## src/rtl/sta_pkg.sv

```systemverilog
package sta_pkg;
    parameter int unsigned DATA_W  = 32;
    parameter int unsigned SHAMT_W = 5;

    typedef enum logic {
        HALF_LO = 1'b0,
        HALF_HI = 1'b1
    } half_e;

    typedef enum logic {
        ST_EMPTY = 1'b0,
        ST_FULL  = 1'b1
    } out_state_e;
endpackage

```

## src/rtl/sta_shifter.sv

```systemverilog
module sta_shifter #(
    parameter int unsigned WIDTH = 64,
    parameter int unsigned CNT_W = 5
) (
    input  logic [WIDTH-1:0] din,
    input  logic [CNT_W-1:0] cnt,
    output logic [WIDTH-1:0] dout
);
    logic [WIDTH-1:0] stage [CNT_W+1];

    assign stage[0] = din;

    // One stage per bit of the count: stage i shifts by 2**i or passes through.
    for (genvar i = 0; i < CNT_W; i++) begin : g_stage
        localparam int unsigned STEP = 1 << i;
        always_comb begin
            if (cnt[i]) begin
                stage[i+1] = {stage[i][WIDTH-1-STEP:0], {STEP{1'b0}}};
            end else begin
                stage[i+1] = stage[i];
            end
        end
    end

    assign dout = stage[CNT_W];
endmodule

```

## src/rtl/sta_half_adder.sv

```systemverilog
module sta_half_adder #(
    parameter int unsigned DATA_W = 32
) (
    input  logic [2*DATA_W-1:0] shifted,
    input  sta_pkg::half_e      half_sel,
    input  logic [DATA_W-1:0]   addend,
    output logic [DATA_W-1:0]   sum,
    output logic                carry
);
    logic [DATA_W-1:0] picked;
    logic [DATA_W:0]   wide;

    always_comb begin
        unique case (half_sel)
            sta_pkg::HALF_HI: picked = shifted[2*DATA_W-1:DATA_W];
            default:          picked = shifted[DATA_W-1:0];
        endcase
    end

    assign wide  = {1'b0, picked} + {1'b0, addend};
    assign sum   = wide[DATA_W-1:0];
    assign carry = wide[DATA_W];
endmodule

```

## src/rtl/sta_addr_unit.sv

```systemverilog
module sta_addr_unit
    import sta_pkg::*;
#(
    parameter int unsigned DW = DATA_W,
    parameter int unsigned SW = SHAMT_W
) (
    input  logic          clk,
    input  logic          rst,
    input  logic          in_valid,
    input  logic          in_hi_mode,
    input  logic [DW-1:0] src_hi,
    input  logic [DW-1:0] src_lo,
    input  logic [DW-1:0] addend,
    input  logic [SW-1:0] shamt,
    output logic          out_valid,
    output logic [DW-1:0] result,
    output logic          carry_out
);
    localparam int unsigned CW = 2 * DW;

    out_state_e        state_q, state_d;
    logic [CW-1:0]     shifted;
    logic [DW-1:0]     sum_w;
    logic              carry_w;
    logic [DW-1:0]     result_q;
    logic              carry_q;
    half_e             half_sel;

    assign half_sel = in_hi_mode ? HALF_HI : HALF_LO;

    sta_shifter #(.WIDTH(CW), .CNT_W(SW)) u_shift (
        .din  ({src_hi, src_lo}),
        .cnt  (shamt),
        .dout (shifted)
    );

    sta_half_adder #(.DATA_W(DW)) u_add (
        .shifted  (shifted),
        .half_sel (half_sel),
        .addend   (addend),
        .sum      (sum_w),
        .carry    (carry_w)
    );

    // Next-state logic: ACCEPT / REFILL / DRAIN / IDLE
    always_comb begin
        state_d = state_q;
        unique case (state_q)
            ST_EMPTY: if (in_valid)  state_d = ST_FULL;
            ST_FULL:  if (!in_valid) state_d = ST_EMPTY;
            default:  state_d = ST_EMPTY;
        endcase
    end

    always_ff @(posedge clk) begin
        if (rst) begin
            state_q <= ST_EMPTY;
        end else begin
            state_q <= state_d;
        end
    end

    always_ff @(posedge clk) begin
        if (rst) begin
            result_q <= '0;
            carry_q  <= 1'b0;
        end else if (in_valid) begin
            result_q <= sum_w;
            carry_q  <= carry_w;
        end
    end

    always_comb begin
        out_valid = (state_q == ST_FULL);
        result    = result_q;
        carry_out = carry_q;
    end
endmodule

```

## config.mk

```make
export PLATFORM = sky130hd
export DESIGN_NAME = sta_addr_unit
export DESIGN_NICKNAME = d
export VERILOG_FILES = /design/src/rtl/sta_pkg.sv /design/src/rtl/sta_shifter.sv /design/src/rtl/sta_half_adder.sv /design/src/rtl/sta_addr_unit.sv
export SDC_FILE = /design/constraint.sdc
export NUM_CORES = 1
export LEC_CHECK = 0
export BUFFER_PORTS_ARGS = -buffer_cell sky130_fd_sc_hd__buf_2
export CORE_UTILIZATION = 61
export CTS_CLUSTER_DIAMETER = 120
export DETAILED_ROUTE_END_ITERATION = 10
export PLACE_DENSITY = 0.95
export SLEW_MARGIN = 10
export SYNTH_ARGS = -nofsm -noshare
export SYNTH_HDL_FRONTEND = slang
export SYNTH_SLANG_ARGS = --single-unit
```

## constraint.sdc

```tcl
create_clock -name clk -period 8.36 [get_ports clk]
set_input_delay 0.418 -clock clk [delete_from_list [all_inputs] [get_ports clk]]
set_output_delay 0.418 -clock clk [all_outputs]
set_load 0.05 [all_outputs]
```

Word level (Yosys, flattened, before mapping)
Index checks and enable logic that the tools add are counted.
{"block": "classes", "n_addsub": 1, "muxes": 8}
{"cell": "$mux W64", "n": 5}
{"cell": "$add A32 B32 Y33", "n": 1}
{"cell": "$mux W32", "n": 1}
{"cell": "$mux W1", "n": 2}
{"block": "totals", "reg_bits": 34, "inputBits": 105, "output_inout_bits": 34, "elab_cells": 12}

Longest topological paths before layout
{"block": "depth", "word_depth": 7, "ltp_mapped": 21, "depth_no_buf": 17}

Cells and area by module
Synthesis repeated with hierarchy kept, for this count alone.
{"block": "unflattened", "cells_unflattened": 797, "area_unflattened_um2": 7039.3}
{"mod": "sta_shifter", "instances": 1, "cells_per_inst": 414, "area_per_inst_um2": 3762.4}
{"mod": "sta_half_adder", "instances": 1, "cells_per_inst": 274, "area_per_inst_um2": 2047.0}
{"mod": "sta_addr_unit", "instances": 1, "cells_per_inst": 109, "area_per_inst_um2": 1229.9}

Worst setup path before layout
No wires, ideal clock.
{"block": "synth_timing", "kind": "input to register", "start": "input port shamt[0]", "end": "register result_q[24], in the netlist result[24]", "setup_ns": 0.095, "arrival_ns": 4.185, "required_time_ns": 8.265, "path_slack_ns": 4.079, "cell_stages": 19, "path_cell_list": "buf_4 > buf_6 > buf_6 > mux4_2 > nand2_1 > nand2_1 > o21ai_1 > o21ai_1 > a22o_1 > ha_1 > fa_1 > a211oi_2 > nor2_1 > o31a_1 > o21ai_2 > o21ai_2 > nor3b_1 > or4_1 > o311ai_1"}
{"block": "synth_between", "elab_chain_cells": 7}
{"element": "start, declared", "line_no": "sta_addr_unit.sv:14", "rtl": "input logic [SW-1:0] shamt,"}
{"element": "$mux W64 (5 in series)", "line_no": "sta_shifter.sv:17", "rtl": "if (cnt[i]) begin"}
{"element": "$mux W32", "line_no": "sta_half_adder.sv:14", "rtl": "unique case (half_sel)"}
{"element": "$add A32 B32 Y33", "line_no": "sta_half_adder.sv:20", "rtl": "assign wide = {1'b0, picked} + {1'b0, addend};"}
{"element": "end signal, assigned", "line_no": "sta_addr_unit.sv:68", "rtl": "result_q <= sum_w;"}
{"element": "end, declared", "line_no": "sta_addr_unit.sv:25", "rtl": "logic [DW-1:0] result_q;"}
No other way between the ends.
A chain may end at the register's enable or synchronous reset.

Final worst setup path
{"block": "layout_timing", "start": "input port shamt[1]", "end": "register result_q[28], in the netlist result[28]"}
{"block": "layout_between", "elab_chain_cells": 6}
{"element": "$mux W64 (4 in series)", "line_no": "sta_shifter.sv:17"}
{"element": "$mux W32", "line_no": "sta_half_adder.sv:14"}
{"element": "$add A32 B32 Y33", "line_no": "sta_half_adder.sv:20"}
No other way between the ends.

==> results.py <==
metrics = {
    "clock_network": {
        "clk_pin_slew_worst_paths_ns": 0.08,
        "ctsResizeCount": 0,
        "clk_latency_ns": 0.29,
        "cts_hold_buf": 0,
        "cts_made_buffers": 5,
        "cts_max_level": 2,
        "cts_root_buf": "clkbuf_8",
        "cts_buffer_depth": 2,
        "cts_tree": "yes",
        "cts_setup_buffers": 0,
        "tritoncts_num_sinks": 34,
    },
    "placement": {
        "portBuffers": 138,
        "placed_cell_area_um2": 6962,
        "dp_hpwl_um": 15250,
        "placed_cells": 1054,
        "gp_congestion": 1.029,
    },
    "logic_synthesis": {
        "ys_warn_count": 0,
        "synthArstFlopShare_pct": 0,
        "synthFlopType": "dfxtp_1",
        "syn_area_um2": 6366,
        "synth_edf_count": 0,
        "yosys.area.top_type": "mux4_2",
        "synth_area_leaders": "mux4_2 (15%), mux2i_1 (12%), dfxtp_1 (11%), nand2_1 (9.0%), ha_1 (6.3%)",
        "yosysTopAreaCellShare_pct": 14.86,
        "yosysSeqAreaShare_pct": 10.69,
        "ys_ff_latch": 34,
        "syn-num-nets": 981,
        "synthCells": 843,
        "syn_area_per_cell_um2": 7.552,
        "synth_cell_type_count": 64,
    },
    "final_layout": {
        "multi_input_area_um2": 5350,
        "nFillCells": 831,
        "fin_area_um2": 7057,
        "post-route-util_pct": 70.89,
        "fin_cells": 1062,
        "drive_above_1_share_pct": 22.93,
        "nets": 1066,
        "syn_to_final_growth_pct": 10.85,
        "regArea_um2": 680.7,
        "antenna_cells": 0,
    },
    "die": {
        "die_w_um": 104.2,
        "fp-row-count": 36,
        "dieHeight_um": 104.2,
        "ioPinCount": 139,
        "design.die.area_um2": 10850,
        "core_area_um2": 9955,
        "start_util_pct": 63.95,
    },
    "power": {
        "seqPwrFrac_pct": 20.0,
        "p_leak_nw": 3.248,
        "switching_share_pct": 49.85,
        "power_density_nw_per_um2": 140.7,
        "power_switching_w": 0.0004949,
        "comb_power_share_pct": 66.5,
        "p_int_w": 0.0004979,
        "clockPowerShare_pct": 13.5,
        "ir_worst_vdd_mv": 0.08822,
    },
    "sta": {
        "final.period_utilization_pct": 58.56,
        "whs_ns": 0.4476,
        "rsz0062_at_grt": "no",
        "worst_pin_slew_ns": 0.9443,
        "period_minus_slack_ns": 4.895,
        "hold_violations": 0,
        "fmax_mhz": 204.3,
        "fin_setup_tns_ns": 0,
        "setup_viol": 0,
        "skew_ns": 0,
        "report.final.slew_viol_count": 0,
        "relSlewSlack_pct": 37.05,
    },
    "route": {
        "firstDrtPassIters": 6,
        "post_drt_wl_per_cell_um": 17.93,
        "drt_iter0_markers": 744,
        "drc": 0,
        "routed_wl_um": 19040,
        "ant_nets": 0,
        "dr_total_vias": 6992,
        "viasPerCell": 6.584,
    },
    "global_routing": {
        "grt_overflow": 0,
        "grt_pass1_vias": 6233,
        "antenna_found_initial": 0,
        "grt_max_degree": 76,
        "grt_pass1_wl_um": 30710,
        "grt_use_total_pct": 34.77,
    },
    "setup_path": {
        "crit_path_end_kind": "flip-flop",
        "path_class": "in2reg",
        "path_buf_inv": 2,
        "worstPathRequired_ns": 8.55,
        "path_cells": "buf_2 > buf_4 > mux2_1 > nor2_1 > a21oi_1 > mux4_2 > nand2_1 > o21ai_1 > a22o_1 > ha_1 > fa_1 > a211oi_2 > nor2_1 > o31a_1 > o21ai_1 > a21o_1 > a31oi_1 > nor4b_1 > a311o_1",
        "r2r_slack_ns": 7.47,
        "cp.arrival_ns": 5.08,
        "cp_max_fo": 71,
        "critical_path.max_stage_delay_ns": 0.66,
        "critPathLaunchType": "primary input",
        "crit_family": "compound AO/OA/AOI/OAI gates",
        "cp_slowest_cell": "buf_4",
    },
    "run": {
        "drv_cap": 0,
    },
    "status": {
        "status": "complete, no violations",
    },
    "min_path": {
        "worstHoldPathType": "reg2reg",
    },
}
stage by stage:
step	setup WS [ns]	total power, W
global route	3.193	0.001053
finish	3.465	0.0009928
detailed placement	3.209	0.0008476
floorplan	4.079	0.0006963
global placement	3.275	0.0008344
CTS	3.513	0.0009805
power groups by stage:
stage | Sequential [W] | Clock [W] | Combinational, W
final | 0.000198 | 0.000134 | 0.000660
after global placement | 0.000201 | 0 | 0.000633
after CTS | 0.000198 | 0.000134 | 0.000648
after floorplan | 0.000286 | 0 | 0.000411
after detailed placement | 0.000202 | 0 | 0.000646
after global routing | 0.000201 | 0.000138 | 0.000714
registers in the layout, summed over array words and instances (netlist names):
signal     count
carry_out      1
out_valid      1
result        32
layout by cell type (no fill, tap or decap), types with 14 or more instances in the layout:
master,count
a21o_1,20
nand3_1,17
buf_2,137
mux2i_1,79
mux4_2,42
a21oi_1,75
o22ai_1,14
nor2_1,73
o211ai_1,18
o21ai_0,20
o21ai_1,40
nand2_1,152
dfxtp_1,34
a211oi_1,19
ha_1,32
final timing paths:
check,depth (start not counted),endpoint,startpoint
max,19,result[28],shamt[1]
min,2,result[29],result[29]
max reg2reg,2,result[20],result[20]
min reg2reg,2,result[29],result[29]
Yosys cell counts (2+ instances only):
cell type,number
o21bai_1,2
xor2_1,9
nor3b_1,3
mux4_2,42
nor4_1,2
a22oi_1,2
or3_1,3
o31a_1,2
buf_6,2
inv_1,5
o22ai_1,14
buf_2,10
mux2_2,12
a211oi_1,19
and3_1,6
a211o_1,5
a311o_1,4
nor2_1,73
inv_2,2
a21o_1,20
o21a_1,6
a21oi_1,75
clkbuf_1,34
nand3_1,17
clkinv_1,4
o21ai_0,20
a31oi_1,10
o21ai_2,2
o21ai_1,40
nand4_1,5
buf_4,7
dfxtp_1,34
nor3_1,8
mux2i_1,79
nand2_1,152
nand3b_1,4
a22o_1,4
and2_1,4
o211ai_1,18
ha_1,32
nor2b_1,8
xnor2_1,10
buf_1,11
a311oi_1,2
worst register-to-register path: stages (launching register included):
cell	delay [ns]
dfxtp_1	0.31
nor3b_1	0.13
a311o_1	0.34
cell type report:
| class | instances | share of cell area (%) |
|---|---|---|
| multi-input combinational | 734 | 75.82 |
| timing repair buffer | 142 | 10.25 |
| sequential | 34 | 9.645 |
| tap | 133 | 2.358 |
| clock buffer | 6 | 1.170 |
| inverter | 11 | 0.5851 |
| clock inverter | 2 | 0.1773 |
kinds of logic after synthesis:
group                      count (synthesis)  synth area share [%]
xor gates and xnor gates                  19                 2.614
muxes                                    134                 29.58
AOI/OAI and AO/OA                        258                 25.85
buffers and inverters                     75                 5.267
adders and majority gates                 33                 6.604
and+or+nand+nor                          290                 19.40
DFF                                       34                 10.69
layer usage:
layer	vias to the layer above	track usage (%)	part of all wire (%)
met5	-	0	0
met4	0	15.31	3.9
met3	50	4.511	9.6
met2	437	54.67	45
met1	3172	47.70	42
li1	3333	-	-
Note: power is estimated with default switching activity, not from simulation.
